--- src/rtl/lwe_pkg.sv ---
package lwe_pkg;
  typedef enum logic [2:0] {
    PH_IDLE,
    PH_COLLECT,
    PH_ACCUM,
    PH_REDUCE,
    PH_DONE
  } phase_t;
endpackage

--- src/rtl/lwe_coef_collector.sv ---
module lwe_coef_collector #(
  parameter int M  = 4,
  parameter int CW = 3
) (
  input  logic         clk,
  input  logic         rst_n,
  input  logic         clr,
  input  logic         en,
  input  logic         rnd_valid,
  input  logic         rnd_bit,
  output logic         rnd_ready,
  output logic [M-1:0] coef,
  output logic         full
);
  logic [CW-1:0] cnt;

  assign rnd_ready = en && (cnt < CW'(M));
  assign full      = (cnt == CW'(M));

  always_ff @(posedge clk) begin
    if (!rst_n || clr) begin
      cnt  <= '0;
      coef <= '0;
    end else if (rnd_ready && rnd_valid) begin
      for (int i = 0; i < M; i++)
        if (cnt == CW'(i)) coef[i] <= rnd_bit;
      cnt <= cnt + 1'b1;
    end
  end

  // never more than M bits are taken
  a_r2_count_cap: assert property (@(posedge clk) disable iff (!rst_n)
    cnt <= CW'(M));
  // a cycle without rnd_valid consumes nothing
  a_r2_no_take_idle: assert property (@(posedge clk) disable iff (!rst_n)
    (!rnd_valid && !clr) |=> $stable(cnt));
endmodule

--- src/rtl/lwe_mac_lane.sv ---
module lwe_mac_lane #(
  parameter int W  = 12,
  parameter int AW = 16,
  parameter int D  = 2,
  parameter int BW = 1
) (
  input  logic            clk,
  input  logic            rst_n,
  input  logic            clr,
  input  logic            en,
  input  logic [BW-1:0]   beat,
  input  logic [W-1:0]    elem,
  output logic [D*AW-1:0] acc_flat
);
  logic [AW-1:0] acc [D];

  always_ff @(posedge clk) begin
    if (!rst_n || clr) begin
      for (int d = 0; d < D; d++) acc[d] <= '0;
    end else if (en) begin
      for (int d = 0; d < D; d++)
        if (beat == BW'(d)) acc[d] <= acc[d] + AW'(elem);
    end
  end

  for (genvar d = 0; d < D; d++) begin : g_out
    assign acc_flat[d*AW +: AW] = acc[d];
  end

  // a selected nonzero element always moves the lane state
  a_r4_lane_adds: assert property (@(posedge clk) disable iff (!rst_n)
    (en && !clr && elem != '0) |=> acc_flat != $past(acc_flat));
  // an unselected beat leaves the lane untouched
  a_r4_lane_hold: assert property (@(posedge clk) disable iff (!rst_n)
    (!en && !clr) |=> $stable(acc_flat));
endmodule

--- src/rtl/lwe_row_accum.sv ---
module lwe_row_accum
  import lwe_pkg::*;
#(
  parameter int N  = 8,
  parameter int M  = 4,
  parameter int W  = 12,
  parameter int Q  = 3329,
  parameter int AW = W + $clog2(M + 1) + 1
) (
  input  logic               clk,
  input  logic               rst_n,
  input  logic               start,
  input  logic               msg_bit,
  input  logic               rnd_valid,
  input  logic               rnd_bit,
  output logic               rnd_ready,
  input  logic               row_valid,
  output logic               row_ready,
  input  logic [4*W-1:0]     row_data,
  input  logic [W-1:0]       row_sum,
  output logic               mod_req,
  output logic [AW-1:0]      mod_operand,
  input  logic               mod_gnt,
  input  logic [W-1:0]       mod_result,
  output logic               ct_valid,
  input  logic               ct_ready,
  output logic [(N+1)*W-1:0] ct_data
);
  localparam int LANES = 4;
  localparam int D     = N / LANES;
  localparam int BW    = (D > 1) ? $clog2(D) : 1;
  localparam int RW    = (M > 1) ? $clog2(M) : 1;
  localparam int CW    = $clog2(M + 1);
  localparam int IW    = $clog2(N + 1);
  localparam int HALF  = Q / 2;

  phase_t            ph;
  logic              msg_q;
  logic [BW-1:0]     bt;
  logic [RW-1:0]     rw;
  logic [IW-1:0]     widx;
  logic [AW-1:0]     sum_acc;
  logic [M-1:0]      coef;
  logic              coef_full, coef_cur, clr, row_acc, last_beat, last_row;
  logic [AW-1:0]     col_w [N];

  assign clr       = (ph == PH_IDLE) && start;
  assign row_ready = (ph == PH_ACCUM);
  assign row_acc   = row_ready && row_valid;
  assign last_beat = (bt == BW'(D - 1));
  assign last_row  = (rw == RW'(M - 1));
  assign coef_cur  = |(coef & (M'(1) << rw));
  assign mod_req   = (ph == PH_REDUCE);
  assign ct_valid  = (ph == PH_DONE);

  lwe_coef_collector #(.M(M), .CW(CW)) u_coef (
    .clk(clk), .rst_n(rst_n), .clr(clr), .en(ph == PH_COLLECT),
    .rnd_valid(rnd_valid), .rnd_bit(rnd_bit), .rnd_ready(rnd_ready),
    .coef(coef), .full(coef_full)
  );

  for (genvar k = 0; k < LANES; k++) begin : g_lane
    logic [D*AW-1:0] acc_k;
    lwe_mac_lane #(.W(W), .AW(AW), .D(D), .BW(BW)) u_lane (
      .clk(clk), .rst_n(rst_n), .clr(clr), .en(row_acc && coef_cur),
      .beat(bt), .elem(row_data[k*W +: W]), .acc_flat(acc_k)
    );
    for (genvar d = 0; d < D; d++) begin : g_col
      assign col_w[d*LANES + k] = acc_k[d*AW +: AW];
    end
  end

  always_comb begin
    mod_operand = sum_acc + (msg_q ? AW'(HALF) : '0);
    for (int j = 0; j < N; j++)
      if (widx == IW'(j)) mod_operand = col_w[j];
  end

  always_ff @(posedge clk) begin
    if (!rst_n) begin
      ph      <= PH_IDLE;
      msg_q   <= 1'b0;
      bt      <= '0;
      rw      <= '0;
      widx    <= '0;
      sum_acc <= '0;
      ct_data <= '0;
    end else begin
      unique case (ph)
        PH_IDLE: if (start) begin
          msg_q   <= msg_bit;
          sum_acc <= '0;
          bt      <= '0;
          rw      <= '0;
          ph      <= PH_COLLECT;
        end
        PH_COLLECT: if (coef_full) ph <= PH_ACCUM;
        PH_ACCUM: if (row_valid) begin
          if (last_beat) begin
            bt <= '0;
            if (coef_cur) sum_acc <= sum_acc + AW'(row_sum);
            if (last_row) begin
              widx <= '0;
              ph   <= PH_REDUCE;
            end else begin
              rw <= rw + 1'b1;
            end
          end else begin
            bt <= bt + 1'b1;
          end
        end
        PH_REDUCE: if (mod_gnt) begin
          for (int j = 0; j <= N; j++)
            if (widx == IW'(j)) ct_data[j*W +: W] <= mod_result;
          if (widx == IW'(N)) ph <= PH_DONE;
          else widx <= widx + 1'b1;
        end
        PH_DONE: if (ct_ready) ph <= PH_IDLE;
        default: ph <= PH_IDLE;
      endcase
    end
  end

  // the two input streams are never open together
  a_r3_one_ready: assert property (@(posedge clk) disable iff (!rst_n)
    !(rnd_ready && row_ready));
  // request held with stable operand until grant
  a_r6_req_hold: assert property (@(posedge clk) disable iff (!rst_n)
    (mod_req && !mod_gnt) |=> (mod_req && $stable(mod_operand)));
  // output held until taken
  a_r7_ct_hold: assert property (@(posedge clk) disable iff (!rst_n)
    (ct_valid && !ct_ready) |=> (ct_valid && $stable(ct_data)));
  // ciphertext appears only right after a grant
  a_r7_valid_after_gnt: assert property (@(posedge clk) disable iff (!rst_n)
    $rose(ct_valid) |-> $past(mod_gnt));
endmodule

--- config.mk ---
export PLATFORM = sky130hd
export DESIGN_NAME = lwe_row_accum
export DESIGN_NICKNAME = d
export VERILOG_FILES = /design/src/rtl/lwe_pkg.sv /design/src/rtl/lwe_coef_collector.sv /design/src/rtl/lwe_mac_lane.sv /design/src/rtl/lwe_row_accum.sv
export SDC_FILE = /design/constraint.sdc
export NUM_CORES = 1
export LEC_CHECK = 0
export BUFFER_PORTS_ARGS = -buffer_cell sky130_fd_sc_hd__buf_2
export CORE_MARGIN = 3
export CORE_UTILIZATION = 45
export DETAILED_ROUTE_END_ITERATION = 12
export GPL_TIMING_DRIVEN = 0
export PLACE_DENSITY_LB_ADDON = 0.1
export SKIP_LAST_GASP = 1
export SLEW_MARGIN = 20
export SYNTH_ARGS = -nofsm -noshare
export SYNTH_HDL_FRONTEND = slang
export SYNTH_HIERARCHICAL = 1
export SYNTH_SLANG_ARGS = --single-unit
--- constraint.sdc ---
create_clock -name clk -period 6.2 [get_ports clk]
set_clock_uncertainty 0.2 [all_clocks]
set_input_delay 0.62 -clock clk [delete_from_list [all_inputs] [get_ports clk]]
set_output_delay 0.62 -clock clk [all_outputs]
set_load 0.05 [all_outputs]
## Word level (Yosys, flattened, before mapping)

Memory sizes are Yosys's and may differ from the RTL's.
Cells that the tools add are included.

- Bits in registers: 142
- RAM bits: 128
- Input port bits: 81
- Output and inout port bits: 128
- Word-level logic and storage cells: 165
- Memories kept: 4

Memories:

| memory | words | bits a word | read ports | clocked after memory_dff | write ports | RTL line | RTL |
|---|---|---|---|---|---|---|---|
| g_lane[0].u_lane.acc | 2 | 16 | 2 | 0 | 2 | lwe_mac_lane.sv:15 | `logic [AW-1:0] acc [D];` |
| g_lane[1].u_lane.acc | 2 | 16 | 2 | 0 | 2 | lwe_mac_lane.sv:15 |  |
| g_lane[2].u_lane.acc | 2 | 16 | 2 | 0 | 2 | lwe_mac_lane.sv:15 |  |
| g_lane[3].u_lane.acc | 2 | 16 | 2 | 0 | 2 | lwe_mac_lane.sv:15 |  |

- Add/sub/neg operators: 14
- Order comparisons: 1
- Equal/unequal tests: 28
- Shift operators: 1
- Multiplexer cells: 56
- Bitwise operators: 9
- Reduce and logical (&&, ||, !) cells: 32

Operator list:

| operator | count |
|---|---|
| 2-to-1 mux 16 bit | 20 |
| adder 16 x 12 -> 16 bit | 9 |
| case mux 16 bit (2 select lines) | 1 |
| AND reduction 3 bit | 10 |
| 2-to-1 mux 3 bit | 8 |
| 2-to-1 mux 4 bit | 5 |
| adder 16 x 11 -> 16 bit | 1 |
| equality test 4 x 3 -> 1 bit, second input constant | 4 |
| case mux 3 bit (5 select lines) | 1 |
| 2-to-1 mux 1 bit | 13 |
| equality test 3 x 2 -> 1 bit, second input constant | 4 |
| != test 2 x 1 -> 1 bit, second input constant | 6 |
| 2-to-1 mux 11 bit | 1 |
| != test 2 bit, second input constant | 5 |
| AND reduction 2 bit | 5 |
| AND reduction 5 bit | 2 |
| equality test 4 x 2 -> 1 bit, second input constant | 2 |
| 2-to-1 mux 2 bit | 4 |
| OR 1 bit | 8 |
| case mux 4 bit (2 select lines) | 1 |
| AND reduction 8 bit | 1 |
| equality test 3 x 1 -> 1 bit, second input constant | 2 |
| equality test 3 bit, second input constant | 2 |
| logical NOT 3 bit | 2 |
| 19 further kinds | 24 |

## Logic depth before layout (Yosys ltp)

Gate-level depths: netlist of the first run.

- Depth in word-level cells: 10
- Gate-level depth with buffers: 10
- Gate-level depth less buffers: 10

## Modules after synthesis

Netlist of the first run, hierarchy kept.

By module, submodules not included:

| module | instances | cells each | area each (µm²) | seq. area each (µm²) |
|---|---|---|---|---|
| lwe_mac_lane at g_lane[1].u_lane ... | 3 | 264 | 2580.0 | 960.9 |
| lwe_row_accum | 1 | 966 | 7116.8 | 2702.6 |
| lwe_mac_lane at g_lane[0].u_lane | 1 | 252 | 2499.9 | 960.9 |
| lwe_coef_collector | 1 | 41 | 430.4 | 140.1 |

## Worst setup path before layout of the first run

OpenSTA, ideal clock, no wires.

- Path kind: reg-to-reg
- Start point: register ph[1]
- End point: memory g_lane[0].u_lane.acc[0][0], enable pin
- Setup time: 0.411 ns
- Arrival time: 3.424 ns
- Required time: 5.589 ns
- Path slack: 2.164 ns
- Stages on the path, launching flop included: 8
- Buffers on the path: 0
- Clock period less this slack: 4.036 ns
- Cell sequence: dfxtp_1 > nor2b_1 > nand2b_1 > inv_1 > nand2_1 > a21oi_1 > inv_1 > o21ai_0

RTL lines:

| element | RTL line | RTL |
|---|---|---|
| from (decl) | lwe_row_accum.sv:37 | `phase_t ph;` |
| from (signal assigned) | lwe_row_accum.sv:81 | `ph <= PH_IDLE;` |
| from (signal assigned) | lwe_row_accum.sv:95 | `ph <= PH_COLLECT;` |
| from (signal assigned) | lwe_row_accum.sv:97 | `PH_COLLECT: if (coef_full) ph <= PH_ACCUM;` |
| to (decl) | lwe_mac_lane.sv:15 |  |

## Worst setup path in the final report of the first run

- Start point: register widx[0]
- End point: output port mod_operand[15]

- Word-level cells in the longest chain between the ends: 9
- Elaborated cells on any way between the ends: 16
- Classes of those cells: 7 x eq/ne; 8 x mux; 1 x reduce/logical

RTL lines:

| element | RTL line | RTL |
|---|---|---|
| from (decl) | lwe_row_accum.sv:41 | `logic [IW-1:0] widx;` |
| from (signal assigned) | lwe_row_accum.sv:116 | `else widx <= widx + 1'b1;` |
| logical NOT 4 bit | lwe_row_accum.sv:76 | `if (widx == IW'(j)) mod_operand = col_w[j];` |
| 2-to-1 mux 16 bit (7 in series) | lwe_row_accum.sv:76 |  |
| 2-to-1 mux 16 bit (*) | lwe_row_accum.sv:76 |  |
| to (decl) | lwe_row_accum.sv:22 | `output logic [AW-1:0] mod_operand,` |

Every way passes the cells marked *; elsewhere a longest branch is shown, timed or not.

==> results of run 1 <==
-- power by group through the flow --
stage	Combinational (mW)	Sequential, mW	Clock, mW
global placement	0.998	2.14	0
finish	1.05	2.11	2.02
detailed placement	1.03	2.14	0
global route	1.15	2.11	2.12
floorplan	0.760	2.07	0
CTS	1.04	2.10	2.05
-- area by class of cell --
class	count	area, µm²	share of cell area
Clock buffer	47	960.9	0.04650
Timing Repair Buffer	202	1065	0.05152
Clock inverter	14	170.2	0.008234
Multi-Input combinational cell	1625	10460	0.5060
Sequential cell	270	6686	0.3235
Buffer	116	529.3	0.02561
Inverter	40	150.1	0.007265
Tap cell	518	648.1	0.03136
-- sequential cells by signal, indices dropped and copies added, names as in the netlist --
signal / count
msg_q: 1
ct_data: 108
ph: 3
g_lane.u_lane/acc: 128
u_coef/coef: 4
bt: 1
rw: 2
widx: 4
u_coef/cnt: 3
sum_acc: 16
-- synthesized netlist by cell type, types with 17 or more instances --
cell	count
a211oi_1	38
a21o_1	44
a21oi_1	219
and2_1	26
and3_1	35
buf_2	41
clkbuf_1	57
dfxtp_1	142
edfxtp_1	128
ha_1	125
inv_1	39
mux2i_1	35
nand2_1	394
nand3_1	58
nor2_1	125
nor2b_1	17
nor3_1	31
nor3b_1	20
o211ai_1	27
o21ai_0	57
o22ai_1	24
or2_2	17
xnor2_1	31
xor2_1	27
-- worst register-to-register path, cell delays in order, from the launching register on --
cell      delay (ns)
dfxtp_1         0.38
clkbuf_1        0.41
nand2b_1        0.22
inv_1           0.10
nand2_1         0.14
a21oi_4         0.06
buf_16          0.18
nand3b_1        0.41
clkbuf_1        0.58
buf_1           0.46
nor2_1          0.11
-- layer usage --
metal | wire (µm) | up-vias | share of wire
met1 | 26060 | 8012 | 0.44
met2 | 27270 | 573 | 0.46
met4 | 1795 | 0 | 0.030
li1 | - | 7991 | -
met3 | 4509 | 99 | 0.076
met5 | 0 | - | 0
-- metrics by stage --
step                        util  cells
after global routing      0.5323   2832
after floorplan                -   2051
after CTS                 0.5323   2832
after global placement    0.5001   2765
final                     0.5323   2832
after detailed placement  0.5031   2771
-- worst max-delay path by stage --
stage	start	end	slack [ns]	cells after the start
3_3_place_gp	ph[1]	g_lane[3].u_lane/acc[0][11]	0.57	7
2_1_floorplan	ph[1]	g_lane[0].u_lane/acc[0][0]	2.16	7
4_1_cts	widx[0]	mod_operand[15]	2.07	8
3_5_place_dp	widx[0]	mod_operand[15]	2.64	8
5_1_grt	widx[0]	mod_operand[15]	1.80	8
6_report	widx[0]	mod_operand[15]	1.99	8
-- cells by family (layout without fill, tap and decap cells) --
kind of cell               after synthesis  after routing  share of synthesized area
AOI/OAI and AO/OA                      577            577                     0.2201
xor gates and xnor gates                58             58                    0.02856
adders and majority gates              134            134                    0.09806
buffers and inverters                  156            419                    0.03820
DFF                                    270            270                     0.3759
muxes                                   35             35                    0.01970
and+or+nand+nor                        821            821                     0.2195
==> reports/results.ini, run 1 <==
[cells_and_area]
nFillCells = 3720
stdcell_area_um2 = 20670
layout-drive-gt1-share = 0.1634
layout_commonest_cell = nand2_1
most-common-layout-cells = 394 x nand2_1, 237 x buf_2, 218 x a21oi_1
num_antenna_cells = 0
fin_nets = 2504
area_growth_syn_to_layout_pct = 16.19

[pwr]
cellPowerDensity_nw_per_um2 = 250.3
finalPower_mw = 5.172
power_switching_share = 0.3096
combPwrFrac = 0.203
clock_power_share = 0.390
power_frac_seq = 0.407
p_int_mw = 3.571
netSwitchingPower_mw = 1.601
p_leak_nw = 8.479
ir_drop_mv = 0.1951

[grt]
grt_pass1_wl_mm = 89.98
antenna_found_initial = 0
grt-ovfl-total = 0
first_global_vias = 15643
grt.busiest_layer = met2
grt.met1_usage = 0.3808
use_met2 = 0.4406
grt_util_met3 = 0.04735
grt_max_degree = 33
track_usage = 0.2753

[min_path]
hold_depth = 3
hp-start = msg_bit
hp-class = input port to register
hold_end = msg_q

[yosys]
postSynth.asyncResetShare = 0
ys_top_cells_by_area = edfxtp_1 22%, dfxtp_1 16%, ha_1 8.8%
ys_types = 89
ys_ff_latch = 270
synth_nets = 2266
synth-edff-count = 128
synth_flop_cell = dfxtp_1
syn_area_per_cell_um2 = 8.672
yosys.area.top_type_share = 0.2161
synth_cells = 2051
netlist_area_um2 = 17790
synth-seq-area-share = 0.3759
yosys_warnings = 6
synth_top_area_cell = edfxtp_1

[status]
status = finished, final reports clean

[critical_path]
worst-setup-path-type = register to primary output
crit_chain = inv_1 -> ha_1 -> buf_2 -> o31ai_1 -> buf_2 -> o21ai_0 -> o21ai_0 -> buf_2
startpoint_type = register
r2r-start = ph[0]
worst_ep_required_time_ns = 5.38
cp_common_cell = buf_2
cp_max_fo = 10
crit_family = compound AO/OA/AOI/OAI gates
ff2ff_setup_slack_ns = 2.69
max_stage_delay_ns = 0.55
crit_arrival_ns = 3.39
critPathSlowestCell = o31ai_1
r2r_cells = 10
cp-end-kind = primary output
crit_buf_inv = 4
r2r_end = g_lane[2].u_lane/acc[0][8]

[sta]
slew_viol_final = 0
fmax_ghz = 0.2374
setup_viol = 0
rsz0062_at_grt = false
slew_headroom = 0.4777
worstMarginPinSlew_ns = 0.7816
whs_ns = 0.1742
min_period_ns = 4.213
period_share = 0.6795
timing.final.ws_setup_ns = 1.987
finalHoldViolations = 0
finalSetupTns_ns = 0

[detailed_routing]
wl_mm = 59.64
drt_iter0_drc = 1477
first_pass_iters = 6
ant_nets = 0
vias = 16675
wl_per_cell_um = 21.06
drc = 0
viasPerCell = 5.888

[placed_design]
portBuffers = 196
place_area_um2 = 19540
place_ws_ns = 2.639
dp_hpwl_mm = 46.38
routabilityCongestion = 0.9734

[clock_tree]
cts_max_level = 2
clockRootBuffer = clkbuf_16
clock_latency_ns = 0.55
cts_sinks = 270
clockBufferDepth = 3
cts_tree = yes
ctsResizeCount = 0
cts_hold_buffers = 0
cts_setup_buffers = 0
cts_made_buffers = 34
cts.reportedPaths.clkPinSlew_ns = 0.06

[die]
die_x_um = 204.8
ios = 209
die_h_um = 204.8
start_util = 0.4581
dieArea_um2 = 41950
rows = 72
core_area_um2 = 38830

[flow_run]
drv_cap = 0

Power figures use the tool's default switching activity.
==> inputs of run 2 (changes only) <==
==> constraint.sdc (replaced) <==
create_clock -name clk -period 3.4 [get_ports clk]
set_clock_uncertainty 0.2 [all_clocks]
set_input_delay 0.34 -clock clk [delete_from_list [all_inputs] [get_ports clk]]
set_output_delay 0.34 -clock clk [all_outputs]
set_load 0.05 [all_outputs]
==> reports/results.ini, run 2 (synthesized netlist as in run 1, its figures left out) <==
[status]
status = finished, violations left
violations = negative setup slack

[placed_design]
place_area_um2 = 19520  ; about the same
dp_hpwl_mm = 46.04  ; -0.73%
portBuffers = 196  ; unchanged
routabilityCongestion = 0.9673  ; -0.63%

[grt]
grt_max_degree = 17  ; -48%
track_usage = 0.2766  ; +0.001291
grt_pass1_wl_mm = 90.09  ; +0.12%
first_global_vias = 15675  ; +0.20%
grt-ovfl-total = 0  ; unchanged
antenna_found_initial = 0  ; unchanged

[sta]
min_period_ns = 3.419
slew_headroom = 0.4578  ; -0.01991
timing.final.ws_setup_ns = -0.01871  ; -2.006 ns
fmax_ghz = 0.2925
finalHoldViolations = 0  ; unchanged
worstMarginPinSlew_ns = 0.8114  ; +0.02979 ns
rsz0062_at_grt = true
period_share = 1.006
slew_viol_final = 0  ; unchanged
setup_viol = 1  ; +1

[detailed_routing]
first_pass_iters = 5  ; -1
ant_nets = 0  ; unchanged
drt_iter0_drc = 1566  ; +6.0%
drc = 0  ; unchanged
vias = 16805  ; +0.78%
wl_mm = 60.01  ; +0.62%
wl_per_cell_um = 21.12  ; +0.30%
viasPerCell = 5.915  ; +0.46%

[cells_and_area]
nFillCells = 3614  ; -2.8%
layout-drive-gt1-share = 0.1821  ; +0.01874
most-common-layout-cells = 391 x nand2_1, 215 x a21oi_1, 214 x buf_2
fin_nets = 2511  ; +0.28%
area_growth_syn_to_layout_pct = 18.80
final_util = 0.5442  ; +0.01196
largest_reg_flops = 128  ; unchanged
num_antenna_cells = 0  ; unchanged
layout_commonest_cell = nand2_1
top_regs = g_lane.u_lane/acc: 128 flops, ct_data: 108 flops, sum_acc: 16 flops
stdcell_area_um2 = 21130  ; +2.2%
largest-register = g_lane.u_lane/acc

[pwr]
p_leak_nw = 8.614  ; +1.6%
finalPower_mw = 9.591  ; +85%
ir_drop_mv = 0.3775  ; +93%
cellPowerDensity_nw_per_um2 = 453.9  ; +81%

[clock_tree]
clock_latency_ns = 0.56  ; about the same
clockRootBuffer = clkbuf_16
cts_tree = yes
cts_sinks = 270  ; unchanged
cts_made_buffers = 35  ; +2.9%
clockBufferDepth = 3  ; unchanged
cts_max_level = 2  ; unchanged
cts.reportedPaths.clkPinSlew_ns = 0.06  ; about the same

[critical_path]
worst-setup-path-type = register to primary output
max_stage_delay_ns = 0.48  ; -0.07 ns
critPathSlowestCell = a2111oi_2
worst_ep_required_time_ns = 2.86  ; -2.52 ns
cp_max_fo = 10  ; unchanged
crit_buf_inv = 4  ; unchanged
crit_family = compound AO/OA/AOI/OAI gates
crit_arrival_ns = 2.88  ; -0.51 ns
cp.depth = 10  ; +2
r2r_cells = 10  ; unchanged
crit_chain = inv_1 -> ha_1 -> clkbuf_4 -> nand2_4 -> buf_6 -> nor2_1 -> a311oi_4 -> a211oi_1 -> a2111oi_2 -> buf_4
startpoint_type = register
cp-end-kind = primary output

[die]
rows = 72  ; unchanged
dieArea_um2 = 41950  ; unchanged
die_h_um = 204.8  ; unchanged
start_util = 0.4581  ; unchanged
die_x_um = 204.8  ; unchanged
ios = 209  ; unchanged
core_area_um2 = 38830  ; unchanged

[flow_run]
drv_cap = 0  ; unchanged

[min_path]
hold_depth = 4  ; +1
hp-class = input port to register

run 2: cell types whose count changed in the layout (fill, tap and decap cells not counted), moves of 5 or more:
| cell | change |
|---|---|
| clkbuf_2 | +7 |
| a211oi_1 | -5 |
| a211oi_2 | +5 |
| buf_4 | +12 |
| clkbuf_4 | +10 |
| buf_2 | -23 |
| buf_6 | +6 |
run 2: power by group:
part	leakage (nW)	switching (mW)	internal, mW
Clock	0.563	1.49	2.30
Combinational	5.51	1.24	0.721
Sequential	2.54	0.242	3.61
run 2: stage by stage:
step	TNS [ns]	hold WS [ns]	cells	worst slack (ns)
6_report	-0.01871	0.04698	2841	-0.01871
5_1_grt	-0.1946	0.08930	2841	-0.06155
4_1_cts	-0.02586	0.05565	2841	-0.01185
3_5_place_dp	-4.477	0.2436	2770	-0.1805
3_3_place_gp	-176.60	0.2379	2765	-1.087
2_1_floorplan	-0.004905	0.2489	2051	-0.004905
run 2: worst min-delay path, stage by stage:
cell and delay [ns]:
buf_2 0.09, ha_1 0.12, nand3_1 0.07, a21oi_1 0.13
run 2: what timing repair did:
action / CTS / global route
hold buffers: 4 / 0
hold endpoints to repair: 7 / 0
gates cloned: 1 / 0
endpoints found under the setup margin: 58 / 47
setup buffers: 4 / 0
pin swaps: 12 / 10
gates resized for setup: 52 / 40
run 2: area by class of cell:
class | count | area [µm²] | share of cell area
inverters | 40 | 153.9 | 0.007283
plain buffers | 114 | 576.8 | 0.02730
flip-flops and latches | 270 | 6691 | 0.3167
clock buffers | 56 | 1016 | 0.04808
clock inverters | 8 | 151.4 | 0.007165
multi-input cells | 1626 | 10720 | 0.5073
well taps | 518 | 648.1 | 0.03067
repair buffers | 209 | 1172 | 0.05548
run 2: routing by layer:
metal	part of all wire	GRT usage
met1	0.44	0.3848
met4	0.038	0.09314
met2	0.45	0.4414
met5	0	0
met3	0.074	0.04132
run 2: final timing paths:
path,start,to,slack [ns]
max,widx[1],mod_operand[6],-0.02
min reg2reg,ct_data[67],ct_data[67],0.25
min,row_sum[0],sum_acc[0],0.05
max reg2reg,ph[0],g_lane[2].u_lane/acc[0][2],0.21
